==> src/rtl/cmddec_pkg.sv <==
package cmddec_pkg;

  typedef enum logic [2:0] {
    CMD_IDLE = 3'd0,
    CMD_ACT  = 3'd1,
    CMD_RD   = 3'd2,
    CMD_WR   = 3'd3,
    CMD_PRE  = 3'd4,
    CMD_REF  = 3'd5,
    CMD_MRS  = 3'd6,
    CMD_NOP  = 3'd7
  } dram_cmd_e;

  // Maps the three strobe levels (chip select already low) to a command.
  function automatic dram_cmd_e decode_pins(input logic ras_n, input logic cas_n,
                                            input logic we_n);
    dram_cmd_e c;
    case ({ras_n, cas_n, we_n})
      3'b011:  c = CMD_ACT;
      3'b101:  c = CMD_RD;
      3'b100:  c = CMD_WR;
      3'b010:  c = CMD_PRE;
      3'b001:  c = CMD_REF;
      3'b000:  c = CMD_MRS;
      3'b111:  c = CMD_NOP;
      default: c = CMD_IDLE;
    endcase
    return c;
  endfunction

endpackage

==> src/rtl/cmd_reset_sync.sv <==
module cmd_reset_sync (
  input  logic clk,
  input  logic rst_n,
  output logic rst_sync_n
);
  logic [1:0] stage_q;

  always_ff @(posedge clk or negedge rst_n) begin
    if (!rst_n) stage_q <= 2'b00;
    else        stage_q <= {stage_q[0], 1'b1};
  end

  assign rst_sync_n = stage_q[1];
endmodule

==> src/rtl/cmd_field_decode.sv <==
module cmd_field_decode
  import cmddec_pkg::*;
#(
  parameter int ADDR_BITS = 12,
  parameter int AP_BIT    = 8,
  localparam int COL_BITS = AP_BIT + 1
) (
  input  logic                 cke,
  input  logic                 cs_n,
  input  logic                 ras_n,
  input  logic                 cas_n,
  input  logic                 we_n,
  input  logic [ADDR_BITS-1:0] addr,
  output dram_cmd_e            cmd,
  output logic [COL_BITS-1:0]  col,
  output logic                 ap_flag
);
  always_comb begin
    if (cke && !cs_n) cmd = decode_pins(ras_n, cas_n, we_n);
    else              cmd = CMD_IDLE;
  end

  // The flag bit is lifted out; the bit above it becomes the column MSB.
  assign col     = {addr[AP_BIT+1], addr[AP_BIT-1:0]};
  assign ap_flag = addr[AP_BIT];
endmodule

==> src/rtl/bank_state_tracker.sv <==
module bank_state_tracker
  import cmddec_pkg::*;
#(
  parameter int BANK_BITS = 3,
  localparam int NUM_BANKS = 1 << BANK_BITS
) (
  input  logic                 clk,
  input  logic                 rst_n,
  input  dram_cmd_e            cmd,
  input  logic [BANK_BITS-1:0] bank,
  input  logic                 ap_flag,
  output logic [NUM_BANKS-1:0] open_o,
  output logic                 illegal_o
);
  logic [NUM_BANKS-1:0] open_q, open_nx;
  logic                 illegal_q, illegal_nx;
  logic                 target_open;

  assign target_open = open_q[bank];

  always_comb begin
    illegal_nx = 1'b0;
    case (cmd)
      CMD_ACT:        illegal_nx = target_open;
      CMD_RD, CMD_WR: illegal_nx = !target_open;
      default:        illegal_nx = 1'b0;
    endcase
  end

  for (genvar g = 0; g < NUM_BANKS; g++) begin : g_bank
    logic hit;
    assign hit = (bank == BANK_BITS'(g));
    always_comb begin
      open_nx[g] = open_q[g];
      case (cmd)
        CMD_ACT:        if (hit && !open_q[g]) open_nx[g] = 1'b1;
        CMD_RD, CMD_WR: if (hit && open_q[g] && ap_flag) open_nx[g] = 1'b0;
        CMD_PRE:        if (ap_flag || hit) open_nx[g] = 1'b0;
        default:        open_nx[g] = open_q[g];
      endcase
    end
  end

  always_ff @(posedge clk or negedge rst_n) begin
    if (!rst_n) begin
      open_q    <= '0;
      illegal_q <= 1'b0;
    end else begin
      open_q    <= open_nx;
      illegal_q <= illegal_nx;
    end
  end

  assign open_o    = open_q;
  assign illegal_o = illegal_q;


  illegal_keeps_state_chk: assert property (@(posedge clk) disable iff (!rst_n)
    illegal_q |-> $stable(open_q));
endmodule

==> src/rtl/dram_cmd_decoder.sv <==
module dram_cmd_decoder
  import cmddec_pkg::*;
#(
  parameter int ADDR_BITS = 12,
  parameter int BANK_BITS = 3,
  parameter int AP_BIT    = 8,
  localparam int COL_BITS  = AP_BIT + 1,
  localparam int NUM_BANKS = 1 << BANK_BITS
) (
  input  logic                 clk,
  input  logic                 rst_n,
  input  logic                 cke,
  input  logic                 cs_n,
  input  logic                 ras_n,
  input  logic                 cas_n,
  input  logic                 we_n,
  input  logic [BANK_BITS-1:0] ba,
  input  logic [ADDR_BITS-1:0] addr,
  output logic                 act_o,
  output logic                 rd_o,
  output logic                 wr_o,
  output logic                 pre_o,
  output logic                 ref_o,
  output logic                 mrs_o,
  output logic                 nop_o,
  output logic [ADDR_BITS-1:0] row_o,
  output logic [COL_BITS-1:0]  col_o,
  output logic [BANK_BITS-1:0] bank_o,
  output logic                 auto_pre_o,
  output logic                 pre_all_o,
  output logic [ADDR_BITS-1:0] mode_op_o,
  output logic [NUM_BANKS-1:0] bank_open_o,
  output logic                 illegal_o
);
  logic                 rst_sync_n;
  dram_cmd_e            cmd_d, cmd_q;
  logic [COL_BITS-1:0]  col_d;
  logic                 ap_d;

  logic [ADDR_BITS-1:0] row_q, row_nx, mop_q, mop_nx;
  logic [COL_BITS-1:0]  col_q, col_nx;
  logic [BANK_BITS-1:0] bank_q, bank_nx;
  logic                 ap_q, ap_nx, all_q, all_nx;

  cmd_reset_sync u_rst (
    .clk        (clk),
    .rst_n      (rst_n),
    .rst_sync_n (rst_sync_n)
  );

  cmd_field_decode #(.ADDR_BITS(ADDR_BITS), .AP_BIT(AP_BIT)) u_dec (
    .cke     (cke),
    .cs_n    (cs_n),
    .ras_n   (ras_n),
    .cas_n   (cas_n),
    .we_n    (we_n),
    .addr    (addr),
    .cmd     (cmd_d),
    .col     (col_d),
    .ap_flag (ap_d)
  );

  bank_state_tracker #(.BANK_BITS(BANK_BITS)) u_banks (
    .clk       (clk),
    .rst_n     (rst_sync_n),
    .cmd       (cmd_d),
    .bank      (ba),
    .ap_flag   (ap_d),
    .open_o    (bank_open_o),
    .illegal_o (illegal_o)
  );

  // Next-state for held fields and one-cycle flags.
  always_comb begin
    row_nx  = row_q;
    col_nx  = col_q;
    bank_nx = bank_q;
    mop_nx  = mop_q;
    ap_nx   = 1'b0;
    all_nx  = 1'b0;
    case (cmd_d)
      CMD_ACT: begin
        row_nx  = addr;
        bank_nx = ba;
      end
      CMD_RD, CMD_WR: begin
        col_nx  = col_d;
        bank_nx = ba;
        ap_nx   = ap_d;
      end
      CMD_PRE: begin
        all_nx = ap_d;
        if (!ap_d) bank_nx = ba;
      end
      CMD_MRS: mop_nx = addr;
      default: ;
    endcase
  end

  always_ff @(posedge clk or negedge rst_sync_n) begin
    if (!rst_sync_n) begin
      cmd_q  <= CMD_IDLE;
      row_q  <= '0;
      col_q  <= '0;
      bank_q <= '0;
      mop_q  <= '0;
      ap_q   <= 1'b0;
      all_q  <= 1'b0;
    end else begin
      cmd_q  <= cmd_d;
      row_q  <= row_nx;
      col_q  <= col_nx;
      bank_q <= bank_nx;
      mop_q  <= mop_nx;
      ap_q   <= ap_nx;
      all_q  <= all_nx;
    end
  end

  assign act_o      = (cmd_q == CMD_ACT);
  assign rd_o       = (cmd_q == CMD_RD);
  assign wr_o       = (cmd_q == CMD_WR);
  assign pre_o      = (cmd_q == CMD_PRE);
  assign ref_o      = (cmd_q == CMD_REF);
  assign mrs_o      = (cmd_q == CMD_MRS);
  assign nop_o      = (cmd_q == CMD_NOP);
  assign row_o      = row_q;
  assign col_o      = col_q;
  assign bank_o     = bank_q;
  assign mode_op_o  = mop_q;
  assign auto_pre_o = ap_q;
  assign pre_all_o  = all_q;


  cs_masks_cmd_chk: assert property (@(posedge clk) disable iff (!rst_sync_n)
    (cke && cs_n) |=> !(act_o || rd_o || wr_o || pre_o || ref_o || mrs_o || nop_o));


  cke_blocks_cmd_chk: assert property (@(posedge clk) disable iff (!rst_sync_n)
    !cke |=> !(act_o || rd_o || wr_o || pre_o || ref_o || mrs_o || nop_o));


  cke_freezes_banks_chk: assert property (@(posedge clk) disable iff (!rst_sync_n)
    !cke |=> $stable(bank_open_o));


  act_opens_bank_chk: assert property (@(posedge clk) disable iff (!rst_sync_n)
    act_o |-> bank_open_o[bank_o]);


  ap_closes_bank_chk: assert property (@(posedge clk) disable iff (!rst_sync_n)
    ((rd_o || wr_o) && auto_pre_o) |-> !bank_open_o[bank_o]);


  no_ap_keeps_open_chk: assert property (@(posedge clk) disable iff (!rst_sync_n)
    ((rd_o || wr_o) && !auto_pre_o && !illegal_o) |-> bank_open_o[bank_o]);


  pre_all_empties_chk: assert property (@(posedge clk) disable iff (!rst_sync_n)
    (pre_o && pre_all_o) |-> (bank_open_o == '0));
endmodule

==> config.mk <==
export PLATFORM = sky130hd
export DESIGN_NAME = dram_cmd_decoder
export DESIGN_NICKNAME = d
export VERILOG_FILES = /design/src/rtl/cmddec_pkg.sv /design/src/rtl/cmd_reset_sync.sv /design/src/rtl/cmd_field_decode.sv /design/src/rtl/bank_state_tracker.sv /design/src/rtl/dram_cmd_decoder.sv
export SDC_FILE = /design/constraint.sdc
export NUM_CORES = 1
export LEC_CHECK = 0
export ABC_AREA = 0
export CORE_MARGIN = 1.5
export CORE_UTILIZATION = 55
export DETAILED_ROUTE_END_ITERATION = 12
export DONT_BUFFER_PORTS = 1
export HOLD_SLACK_MARGIN = 0.08
export PLACE_DENSITY = 0.76
export SYNTH_ARGS = -nofsm -noshare
export SYNTH_HDL_FRONTEND = slang
export SYNTH_SLANG_ARGS = --single-unit
==> constraint.sdc <==
create_clock -name clk -period 1.9 [get_ports clk]
set_clock_uncertainty 0.1 [all_clocks]
set_input_delay 0.475 -clock clk [delete_from_list [all_inputs] [get_ports clk]]
set_output_delay 0.475 -clock clk [all_outputs]
set_load 0.005 [all_outputs]
==> flow_summary_export.csv <==
group,metric,value,unit
status,status,"complete, no violations",
yosys,avgSynthCellArea,11.5,um^2
routing,firstDrtPassIters,4,
floorplanning,ios,76,
global_routing,grtUsageTotal,0.216,
worst_setup_path,worstSetupEndpointType,"output pin",
floorplanning,core_area,0.00403,mm^2
floorplanning,die-area,0.00462,mm^2
worst_setup_path,path_max_fanout,7,
clock_tree,cts_hold_buf,1,
timing,rsz0062_at_grt,"no",
routing,ant_nets,0,
global_routing,grt_pass1_vias,1442,
routing,avgRoutedWirePerCell,18.3,um
worst_setup_path,r2r_setup_slack,0.37,ns
clock_tree,post_cts_buffers,0,
timing,worst_pin_slew,0.512,ns
global_routing,grt_pass1_wl,7240,um
timing,setup_viol,0,
clock_tree,cts.sinks,52,
timing,holdWs,0.127,ns
flow_run,cap_violations,0,
power,ir_drop,0.644,mV
routing,drc_errors,0,
worst_setup_path,r2r-start,"u_banks.open_o[1]",
routing,drt_iter0_markers,101,
min_path,worst_hold_path_type,"flop to asynchronous set/reset pin",
timing,final_max_slew_viol_count,0,
power,finalPower,2.40,mW
clock_tree,cts_max_path_buffers,2,
placed_design,place_congestion,0.824,
timing,setup_slack,0.276,ns
timing,tns,0,ns
yosys,syn-cell-area,0.00232,mm^2
placed_design,dp_hpwl,3440,um
worst_setup_path,cpPeakStageDelay,0.44,ns
floorplanning,die_x,68.0,um
clock_tree,clock-root-buffer,"clkbuf_8",
timing,min_period,1.62,ns
worst_setup_path,worstPathRequired,1.32,ns
clock_tree,clkLatencyLatePin,0.29,ns
power,cellLeakagePower,1.15,nW
routing,routed_wl,4660,um
routing,dr_total_vias,1502,
timing,max_freq,616,MHz
yosys,yosysSeqAreaShare,0.561,
placed_design,place_ws,0.138,ns
floorplanning,std_cell_rows,23,
timing,max-slew-margin-rel,0.659,
yosys,synth.distinct_cells,39,
worst_setup_path,cp_slowest_cell,"dfrtp_1",
routing,vias_per_cell,5.89,
clock_tree,htree_levels,2,
finish,final_cells,255,
timing,finalHoldViolations,0,
worst_setup_path,path_cells,"nor3b_1",
placed_design,portBuffers,0,
clock_tree,clk_pin_slew,0.10,ns
worst_setup_path,rr_worst_depth,3,
floorplanning,initial_core_util,0.576,
finish,antennaDiodeCount,0,
clock_tree,cts-buffers-inserted,5,
yosys,yosysWarnings,0,
clock_tree,tritoncts,"built",
yosys,syn_inst,202,
worst_setup_path,reg2reg_to,"u_banks.illegal_o",
worst_setup_path,critPathTopFamily,"flip-flops",
clock_tree,post_cts_resized,0,
yosys,syn-num-nets,224,
global_routing,grt_max_degree,30,
timing,layout_worst_path_cycle_share,0.855,
finish,synthToLayoutAreaGrowth,6.04,%
placed_design,dpl.cell_count,246,
worst_setup_path,critPathKind,"flop to output pin",
global_routing,gr-total-overflow,0,
global_routing,grt_antenna_before_repair,0,
finish,layout-drive-gt1-share,0.200,
yosys,ys_ff_latch,52,
power,power_density,973,mW/mm^2
worst_setup_path,worst_ep_arrival_time,1.05,ns
floorplanning,die_h,68.0,um
finish,fin_nets,226,
worst_setup_path,crit_path_start_kind,"flop",
worst_setup_path,crit_buf_inv,0,
-- how the worst max path moves through the flow --
| stage | startpoint | end | slack [ns] | cells after the start |
|---|---|---|---|---|
| after global routing | cmd_q[1] | rd_o | 0.18 | 1 |
| after floorplan | we_n | mode_op_o[10] | 0.20 | 4 |
| final | cmd_q[0] | rd_o | 0.28 | 1 |
| after CTS | cmd_q[0] | rd_o | 0.25 | 1 |
| after global placement | ba[2] | u_banks.illegal_o | 0.20 | 4 |
| after detailed placement | cke | row_o[10] | 0.14 | 5 |
-- stage by stage --
stage / instance area (um^2) / util
2_1_floorplan: 2320 / -
3_3_place_gp: 2360 / 0.586
3_5_place_dp: 2360 / 0.586
4_1_cts: 2460 / 0.611
5_1_grt: 2460 / 0.611
6_report: 2460 / 0.611
-- area by class of cell --
cell class                      count  area [um^2]
Fill cell                         322         1570
Sequential cell                    52         1300
Multi-Input combinational cell    136          936
Clock buffer                        6         72.6
Tap cell                           50         62.6
Timing Repair Buffer                6         60.1
Clock inverter                      2         16.3
Inverter                            3         11.3
-- layout by cell type (no fill, tap or decap), types with 3 or more instances in the layout --
cell type and n:
nor2_1 8, a21oi_1 8, o21ai_0 4, nand2_1 43
nor3b_1 4, mux2_4 9, nor3_1 5, mux2_1 3
o31ai_1 4, and3_1 3, clkbuf_8 5, dfrtp_1 51
inv_1 3, mux2_2 13, a2bb2oi_1 3, mux2i_1 3
buf_4 4
-- synth_stat cells --
library cell | instances | area share
a21oi_1 | 8 | 0.017
a2bb2oi_1 | 3 | 0.011
a31oi_1 | 2 | 0.0054
a41oi_1 | 2 | 0.0075
and2_4 | 1 | 0.0038
and2b_1 | 1 | 0.0032
and2b_4 | 1 | 0.0043
and3_1 | 3 | 0.0081
and3b_1 | 2 | 0.0075
buf_2 | 4 | 0.0086
buf_4 | 3 | 0.0097
buf_6 | 2 | 0.0097
clkbuf_1 | 2 | 0.0032
conb_1 | 1 | 0.0016
dfrtp_1 | 52 | 0.56
inv_1 | 3 | 0.0049
mux2_1 | 3 | 0.015
mux2_2 | 13 | 0.063
mux2_4 | 9 | 0.058
mux2i_1 | 3 | 0.013
nand2_1 | 43 | 0.070
nand2b_1 | 2 | 0.0054
nand3_1 | 1 | 0.0022
nand3_2 | 1 | 0.0043
nand3b_1 | 1 | 0.0032
nor2_1 | 8 | 0.013
nor2b_1 | 2 | 0.0054
nor2b_2 | 1 | 0.0038
nor3_1 | 5 | 0.011
nor3b_1 | 4 | 0.013
nor4_4 | 1 | 0.0092
o2111ai_1 | 1 | 0.0038
o21a_1 | 1 | 0.0032
o21ai_0 | 4 | 0.0086
o21ai_1 | 1 | 0.0022
o21ai_2 | 1 | 0.0038
o31ai_1 | 4 | 0.013
or3_1 | 1 | 0.0027
xnor2_1 | 2 | 0.0075
-- report_power, final --
part | leakage [nW] | total [mW] | switching, mW | internal [mW]
Sequential | 0.656 | 1.48 | 0.181 | 1.30
Combinational | 0.454 | 0.295 | 0.118 | 0.176
Clock | 0.0414 | 0.619 | 0.356 | 0.262
-- state kept, by name, summed over array words and instances, names as in the netlist --
name               cells
mode_op_o             12
row_o                 12
col_o                  9
u_banks.open_o         8
bank_o                 3
cmd_q                  3
u_rst.stage_q          2
auto_pre_o             1
pre_all_o              1
u_banks.illegal_o      1
-- logic make-up (layout without fill, tap and decap cells) --
| logic type | count (synthesis) | after routing | share of synthesized area |
|---|---|---|---|
| compound gates | 27 | 27 | 0.0760 |
| simple gates | 78 | 78 | 0.169 |
| xor+xnor | 2 | 2 | 0.00755 |
| mux | 28 | 28 | 0.149 |
| buf+inv | 14 | 17 | 0.0361 |
| flops | 52 | 52 | 0.561 |
| other cells | 1 | 1 | 0.00162 |
-- routing by layer --
layer / wire, um / part of all wire / GRT usage
met1: 1930 / 0.41 / 0.284
met2: 2300 / 0.49 / 0.341
met3: 361 / 0.077 / 0.0526
met4: 72 / 0.015 / 0.0975
met5: 0 / 0 / 0
Note: power is estimated with default switching activity, not from simulation.
